[src/rtl/odd_div_pkg.sv]
`timescale 1ns/1ps
package odd_div_pkg;

   // True when a divide ratio is legal for this block.
   function automatic bit ratio_ok(input int unsigned r);
      return (r >= 3) && (r % 2 == 1);
   endfunction

   // n in RATIO = 2n+1
   function automatic int unsigned half_of(input int unsigned r);
      return (r - 1) / 2;
   endfunction

   // Counter width that holds 0..r-1
   function automatic int unsigned cnt_width(input int unsigned r);
      return (r <= 2) ? 1 : $clog2(r);
   endfunction

endpackage

[src/rtl/odd_div_counter.sv]
`timescale 1ns/1ps
// Modulo-RATIO counter clocked on the rising edge.
module odd_div_counter #(
   parameter int unsigned RATIO = 9,
   parameter int unsigned CW    = odd_div_pkg::cnt_width(RATIO)
) (
   input  logic          clk_i,
   input  logic          rst_ni,
   output logic [CW-1:0] cnt_o
);
   localparam logic [CW-1:0] LAST = CW'(RATIO - 1);

   logic [CW-1:0] cnt_q;

   always_ff @(posedge clk_i or negedge rst_ni) begin
      if (!rst_ni)            cnt_q <= '0;
      else if (cnt_q == LAST) cnt_q <= '0;
      else                    cnt_q <= cnt_q + 1'b1;
   end

   assign cnt_o = cnt_q;
endmodule

[src/rtl/odd_div_rise_wave.sv]
`timescale 1ns/1ps
// Rising-edge wave: set at count n, cleared at count RATIO-1.
module odd_div_rise_wave #(
   parameter int unsigned RATIO = 9,
   parameter int unsigned CW    = odd_div_pkg::cnt_width(RATIO)
) (
   input  logic          clk_i,
   input  logic          rst_ni,
   input  logic [CW-1:0] cnt_i,
   output logic          wave_o
);
   localparam logic [CW-1:0] SET_AT = CW'(odd_div_pkg::half_of(RATIO));
   localparam logic [CW-1:0] CLR_AT = CW'(RATIO - 1);

   logic wave_q;

   always_ff @(posedge clk_i or negedge rst_ni) begin
      if (!rst_ni)              wave_q <= 1'b0;
      else if (cnt_i == SET_AT) wave_q <= 1'b1;
      else if (cnt_i == CLR_AT) wave_q <= 1'b0;
   end

   assign wave_o = wave_q;
endmodule

[src/rtl/odd_div_fall_wave.sv]
`timescale 1ns/1ps
// Falling-edge copy of the rising-edge wave, half an input period late.
module odd_div_fall_wave (
   input  logic clk_i,
   input  logic rst_ni,
   input  logic wave_i,
   output logic wave_o
);
   logic wave_q;

   always_ff @(negedge clk_i or negedge rst_ni) begin
      if (!rst_ni) wave_q <= 1'b0;
      else         wave_q <= wave_i;
   end

   assign wave_o = wave_q;
endmodule

[src/rtl/odd_div_clk.sv]
`timescale 1ns/1ps
// Odd-ratio clock divider with 50% duty cycle.
module odd_div_clk #(
   parameter int unsigned RATIO = 9
) (
   input  logic clk_i,
   input  logic rst_ni,
   output logic clk_o
);
   localparam int unsigned CW = odd_div_pkg::cnt_width(RATIO);

   // reject even ratios and ratios below 3
   generate
      if (!odd_div_pkg::ratio_ok(RATIO)) begin : g_bad_ratio
         $fatal(1, "odd_div_clk: RATIO must be odd and at least 3");
      end
   endgenerate

   logic [CW-1:0] cnt_q;
   logic          wave_r;
   logic          wave_f;

   odd_div_counter #(.RATIO(RATIO), .CW(CW)) u_cnt (
      .clk_i  (clk_i),
      .rst_ni (rst_ni),
      .cnt_o  (cnt_q)
   );

   odd_div_rise_wave #(.RATIO(RATIO), .CW(CW)) u_rise (
      .clk_i  (clk_i),
      .rst_ni (rst_ni),
      .cnt_i  (cnt_q),
      .wave_o (wave_r)
   );

   odd_div_fall_wave u_fall (
      .clk_i  (clk_i),
      .rst_ni (rst_ni),
      .wave_i (wave_r),
      .wave_o (wave_f)
   );

   // OR of the two waves widens the high phase by half a period
   assign clk_o = wave_r | wave_f;
endmodule

[config.mk]
export PLATFORM = sky130hd
export DESIGN_NAME = odd_div_clk
export DESIGN_NICKNAME = d
export VERILOG_FILES = /design/src/rtl/odd_div_pkg.sv /design/src/rtl/odd_div_counter.sv /design/src/rtl/odd_div_rise_wave.sv /design/src/rtl/odd_div_fall_wave.sv /design/src/rtl/odd_div_clk.sv
export SDC_FILE = /design/constraint.sdc
export NUM_CORES = 1
export LEC_CHECK = 0
export CAP_MARGIN = 20
export CORE_AREA = 2 2 39 41
export CTS_CLUSTER_SIZE = 8
export DETAILED_ROUTE_END_ITERATION = 12
export DIE_AREA = 0 0 41 43
export DONT_BUFFER_PORTS = 1
export SLEW_MARGIN = 20
export SYNTH_ARGS = -nofsm -noshare
export SYNTH_HDL_FRONTEND = slang
export SYNTH_HIERARCHICAL = 1
export SYNTH_SLANG_ARGS = --single-unit
export TNS_END_PERCENT = 30
[constraint.sdc]
create_clock -name clk_i -period 3 [get_ports clk_i]
set_input_delay 0.6 -clock clk_i [delete_from_list [all_inputs] [get_ports clk_i]]
set_output_delay 0.6 -clock clk_i [all_outputs]
set_load 0.05 [all_outputs]
==> out/summary.md, run 1 <==
Drt
• 0 — drc violations
• 204 — vias after detailed routing
• 448 µm — final wirelength
• 4.43 — Via-to-Cell Ratio
• 0 — Antenna Violating Nets Remaining
• 4 — first-pass iteration count of the detailed router
• 8 — Detailed Route Iter0 Violations
• 9.74 µm — WL per Instance

Setup path
• flip-flop — crit start category
• 1 — worst-path fanout max
• 950 ps — slack of the worst reg-to-reg path
• output pin — endpoint type of the worst setup path
• u_rise/wave_o — Reg-to-Reg Start
• u_fall/wave_o — capture point of the worst reg-to-reg path
• 0 — number of cells on the worst reg-to-reg path
• 2460 ps — Critical Path AT
• reg -> out — WS Path Type
• 2400 ps — required time at the worst-slack endpoint

Clock network
• 250 ps — Skew-Pair Late Insertion Delay
• 6 — Clock Sinks
• 2 — Bufs on Longest Clock Path
• 50 ps — Worst-path clk slew
• 1 — H-Tree Depth
• 0 — postcts setup bufs
• clkbuf_4 — Clk Tree Root Cell
• yes — CTS tree
• 0 — total of cells resized after clock tree synthesis
• 3 — CTS buffer count

Placement
• 329 µm² — post-detailed-placement cell area
• 330 µm — HPWL after DPL
• 0 — quantity of I/O buffers inserted on ports
• 183 ps — pre-CTS worst setup slack
• 0.700 — routability-driven placement congestion ratio

Synthesis
• dfrtp_1 — library cell with the highest instance count after synthesis
• 6 — Seq cells post-synth
• 29 — syn_nets
• 25 — number of cells produced by synthesis
• 5 x dfrtp_1, 4 x inv_1, 2 x ha_1 — top post-synthesis cells by count
• 0 — EDFF count, synth
• 289 µm² — area of the mapped netlist
• 17 — number of distinct library cell variants in the gate-level netlist after synthesis
• 6 — Yosys warning count
• 11.6 µm² — mean instance size in the synthesized netlist
• 0.519 — part of the Yosys area used for sequential elements
• 1.00 — fraction of registers with async set or reset after synthesis
• 0.433 — area share of the leading cell type in the synthesized netlist
• dfrtp_1 43%, dfrtn_1 8.7%, ha_1 8.7% — cell types with the largest area share after synthesis
• dfrtp_1 — library cell with the largest summed area after synthesis
• dfrtp_1 — ys flop type

Floorplanning
• 14 — Std-Cell Rows
• 0.209 — Starting Density
• 41 µm — horizontal extent of the die
• 43 µm — die extent in y
• 0.00176 mm² — die area
• 3 — Top Ports
• 0.00138 mm² — core region area

STA
• 12.4 ps — worst clock skew
• 0.796 — worst slew margin relative to its limit
• true — RSZ-0062 raised after global routing
• 302 ps — Tightest Pin Transition
• 1 — final setup fails
• 45.6 ps — worst hold margin
• 0 — final number of hold-violating endpoints
• -62.3 ps — smallest setup slack after layout
• 0 — total count of max-transition violations in the final report

Final layout
• 22.9% — Area growth, synth to finish
• 355 µm² — design area
• 154 — layout filler cell count
• 5 x dfrtp_1, 4 x inv_1, 3 x clkbuf_4 — commonest non-fill, non-tap cells in the layout
• dfrtp_1 — most frequent standard cell in the layout excluding fill and tap cells
• 0.167 — share of final-layout standard cells stronger than drive strength 1
• 35 — post-layout net count
• 0 — Inserted Diodes

Power
• 0.161 nW — leakage power total
• 458 mW/mm² — cell area power density
• 0.000146 V — maximum VDD drop
• 0.000163 W — total design power

Global route
• 8 — pin count of the biggest net entering global routing
• 0 — initial antenna violation count
• 793 µm — wire length of the first global-routing pass
• 0.0765 — Total GRT Usage
• 0 — global route overflow
• 181 — number of global-route vias before repair

Run status
• complete, but fails checks — outcome
• setup timing — violated checks

Worst hold path
• in -> async — class of the most critical hold timing path

Flow run
• 0 — count of max-cap constraint violations

[worst max-delay path by stage]
stage,start,end,slack (ps),cells past startpoint
2_1_floorplan,u_fall/wave_o,clk_o,160,1
3_3_place_gp,u_fall/wave_o,clk_o,190,2
3_5_place_dp,u_fall/wave_o,clk_o,180,2
4_1_cts,u_fall/wave_o,clk_o,-70,2
5_1_grt,u_fall/wave_o,clk_o,-100,2
6_report,u_fall/wave_o,clk_o,-60,2
[per-stage QoR]
step / cells / util / setup TNS (ps)
2_1_floorplan: 25 / - / 0
6_report: 46 / 0.257 / -62.3
4_1_cts: 46 / 0.257 / -73.4
5_1_grt: 46 / 0.257 / -97.8
3_3_place_gp: 42 / 0.238 / 0
3_5_place_dp: 42 / 0.238 / 0
[metal layers]
layer	vias up	wire, µm	GRT usage
met2	5	210	0.0781
met1	100	205	0.0971
met3	0	31	0.0785
met5	-	0	0
li1	99	-	-
met4	0	0	0.0400
[area by class of cell]
class / count / area (µm²) / share of cell area
Timing Repair Buffer: 1 / 20.0 / 0.0563
Multi-Input combinational cell: 15 / 124 / 0.349
Sequential cell: 6 / 150 / 0.423
Inverter: 4 / 15.0 / 0.0423
Clock buffer: 4 / 26.3 / 0.0739
Tap cell: 16 / 20.0 / 0.0563
[kinds of logic after synthesis]
group                      after synthesis  share of synthesized area
muxes                                    1                     0.0346
adders and majority gates                2                     0.0866
DFF                                      6                      0.519
and+or+nand+nor                          8                      0.173
AOI/OAI and AO/OA                        4                      0.134
buffers and inverters                    4                     0.0519
[state kept, by name, summed over array words and instances (netlist names)]
signal         flops
u_cnt/cnt_o        4
u_rise/wave_o      1
u_fall/wave_o      1
[report_power, final]
part,switching (W),internal [W]
Sequential,0,0.0000812
Clock,0.0000310,0.0000505
Combinational,0,0
Total,0.0000310,0.000132
[critical path, stage by stage, from the launching register on]
cell and delay [ps]:
dfrtn_1 310, or2_1 240, buf_12 160
[what timing repair did]
| action | CTS | global route |
|---|---|---|
| hold buffers | 0 | 0 |
| pin swaps | 1 | 0 |
| endpoints found under the setup margin | 1 | 1 |
Note: power is estimated with default switching activity, not from simulation.
==> run 2: changes to the inputs <==
--- a/config.mk
+++ b/config.mk
@@ -11,7 +11,6 @@
 export DETAILED_ROUTE_END_ITERATION = 12
 export DIE_AREA = 0 0 41 43
 export DONT_BUFFER_PORTS = 1
-export SLEW_MARGIN = 20
 export SYNTH_ARGS = -nofsm -noshare
 export SYNTH_HDL_FRONTEND = slang
 export SYNTH_HIERARCHICAL = 1
==> constraint.sdc (replaced) <==
create_clock -name clk_i -period 2.7 [get_ports clk_i]
set_input_delay 0.54 -clock clk_i [delete_from_list [all_inputs] [get_ports clk_i]]
set_output_delay 0.54 -clock clk_i [all_outputs]
set_load 0.05 [all_outputs]
==> run 2 against run 1 <==
Effect of this change:
- the flow still finishes with violations (setup timing)
- first-iteration DRC count fell by 38%
- final cell count rose by 2.2%
- flip-flop and latch count did not move
- clock power rose by 12%
- total power rose by 13%
- worst hold slack improved by 520 ps
- setup slack got worse by 89 ps
- non-clock buffer count rose by 1
- count of clock-buffer cells in the layout did not move
- largest cell class unchanged
==> out/summary.md, run 2 (synthesized netlist as in run 1, its figures left out) <==
Final layout
• 26.4% — Area growth, synth to finish
• dfrtp_1 — most frequent standard cell in the layout excluding fill and tap cells
• 36 — post-layout net count
• 156 — layout filler cell count
• 4 — max reg flops
• 0 — Inserted Diodes
• 5 x dfrtp_1, 4 x inv_1, 3 x clkbuf_4 — commonest non-fill, non-tap cells in the layout
• 47 — Post-Layout Cell Count
• 0.161 — share of final-layout standard cells stronger than drive strength 1

Power
• 0.166 nW — leakage power total
• 0.014 — logic gate share of total power
• 0.197 — Switching Fraction
• 0.000147 W — internal power consumption
• 0.495 — part of the power in the clock network
• 0.0000363 W — net switching component of the power
• 0.000162 V — maximum VDD drop
• 0.000184 W — total design power
• 503 mW/mm² — cell area power density
• 0.491 — register share of total power

Clock network
• 0 — postcts setup bufs
• 6 — Clock Sinks
• clkbuf_4 — Clk Tree Root Cell
• 0 — total of cells resized after clock tree synthesis
• 2 — Bufs on Longest Clock Path
• yes — CTS tree
• 250 ps — Skew-Pair Late Insertion Delay
• 50 ps — Worst-path clk slew
• 3 — CTS buffer count
• 1 — H-Tree Depth

STA
• -152 ps — smallest setup slack after layout
• 0.822 — worst slew margin relative to its limit
• 0 — total count of max-transition violations in the final report
• true — RSZ-0062 raised after global routing
• -152 ps — accumulated negative setup slack
• 12.1 ps — worst clock skew
• 1 — final setup fails
• 263 ps — Tightest Pin Transition
• 0 — final number of hold-violating endpoints

Global route
• 0.0813 — met2 track demand over resource
• 8 — pin count of the biggest net entering global routing
• 0.0974 — met1 global-route usage
• 0.0775 — Total GRT Usage
• 0 — global route overflow
• 0 — initial antenna violation count
• 821 µm — wire length of the first global-routing pass
• 0.0785 — met3 layer usage reported by global route
• 187 — number of global-route vias before repair
• met1 — grt peak-use layer

Setup path
• 0 — number of cells on the worst reg-to-reg path
• 800 ps — slack of the worst reg-to-reg path
• dfrtn_1 — slowest CP cell
• 2310 ps — Critical Path AT
• flip-flops — Worst path top cell family by delay
• reg -> out — WS Path Type
• flip-flop — crit start category
• 1 — worst-path fanout max
• u_fall/wave_o — source of the critical timing path
• clk_o — CP Capture Point
• 310 ps — Critical Path Max Stage Delay
• output pin — endpoint type of the worst setup path
• 2 — path length in cells of the critical path
• 2160 ps — required time at the worst-slack endpoint
• u_fall/wave_o — capture point of the worst reg-to-reg path
• 1 — Buf+Inv Stages, Crit Path
• or2_1 > buf_12 — ordered list of cells on the worst path
• u_rise/wave_o — Reg-to-Reg Start

Drt
• 0 — Antenna Violating Nets Remaining
• 210 — vias after detailed routing
• 4 — first-pass iteration count of the detailed router
• 500 µm — final wirelength
• 4.47 — Via-to-Cell Ratio
• 10.6 µm — WL per Instance
• 5 — Detailed Route Iter0 Violations
• 0 — drc violations

Run status
• complete, but fails checks — outcome
• setup timing — violated checks

Placement
• 0 — quantity of I/O buffers inserted on ports
• 0.699 — routability-driven placement congestion ratio
• 96.7 ps — pre-CTS worst setup slack
• 42 — placed instance count
• 342 µm — HPWL after DPL

Floorplanning
• 0.209 — Starting Density
• 0.00138 mm² — core region area
• 43 µm — die extent in y
• 3 — Top Ports
• 41 µm — horizontal extent of the die
• 0.00176 mm² — die area
• 14 — Std-Cell Rows

Flow run
• 0 — count of max-cap constraint violations

Worst hold path
• 1 — number of instances on the worst hold path
• reg -> reg — class of the most critical hold timing path
• u_cnt/cnt_o[0] — startpoint of the lowest-slack hold path

==> run 2: cell count changes in the layout (fill, tap and decap cells not counted) <==
| cell | delta |
|---|---|
| dlygate4sd3_1 | +1 |
==> run 2: power by group through the flow <==
| stage | Sequential [W] | Clock (W) | Combinational (W) |
|---|---|---|---|
| floorplan | 0.0000917 | 0 | 0.0000000000583 |
| global placement | 0.0000917 | 0 | 0.0000000000664 |
| detailed placement | 0.0000917 | 0 | 0.0000000000664 |
| CTS | 0.0000901 | 0.0000960 | 0.00000275 |
| global route | 0.0000900 | 0.000105 | 0.00000291 |
| finish | 0.0000902 | 0.0000909 | 0.00000249 |
==> run 2: per-layer routing <==
metal | up-vias | part of all wire
met4 | 0 | 0
met3 | 0 | 0.066
met5 | - | 0
met1 | 103 | 0.50
met2 | 7 | 0.43
li1 | 100 | -
==> run 2: how the worst min path moves through the flow <==
stage | endpoint | slack, ps
finish | u_cnt/cnt_o[0] | 570
global route | u_rise/wave_o | 580
CTS | u_cnt/cnt_o[0] | 560
detailed placement | u_cnt/cnt_o[1] | 240
global placement | u_rise/wave_o | 240
floorplan | u_cnt/cnt_o[0] | 240
==> run 2: cell type report <==
| type | instances | area (µm²) | share of cell area |
|---|---|---|---|
| clock buffer | 4 | 26.3 | 0.0719 |
| inverter | 4 | 15.0 | 0.0411 |
| multi-input combinational | 15 | 124 | 0.339 |
| sequential | 6 | 150 | 0.411 |
| tap | 16 | 20.0 | 0.0548 |
| timing repair buffer | 2 | 30.0 | 0.0822 |
==> run 2: timing repair <==
item | in CTS | in global routing
hold buffers | 1 | 0
endpoints found under the setup margin | 1 | 1
hold endpoints to repair | 5 | 0
cloned | 0 | 0
pin swaps | 1 | 0
==> run 2: through the flow <==
| step | hold slack [ps] | util | cell area, µm² |
|---|---|---|---|
| 2_1_floorplan | 244 | - | 289 |
| 3_3_place_gp | 245 | 0.238 | 329 |
| 3_5_place_dp | 245 | 0.238 | 329 |
| 4_1_cts | 556 | 0.264 | 365 |
| 5_1_grt | 577 | 0.264 | 365 |
| 6_report | 566 | 0.264 | 365 |
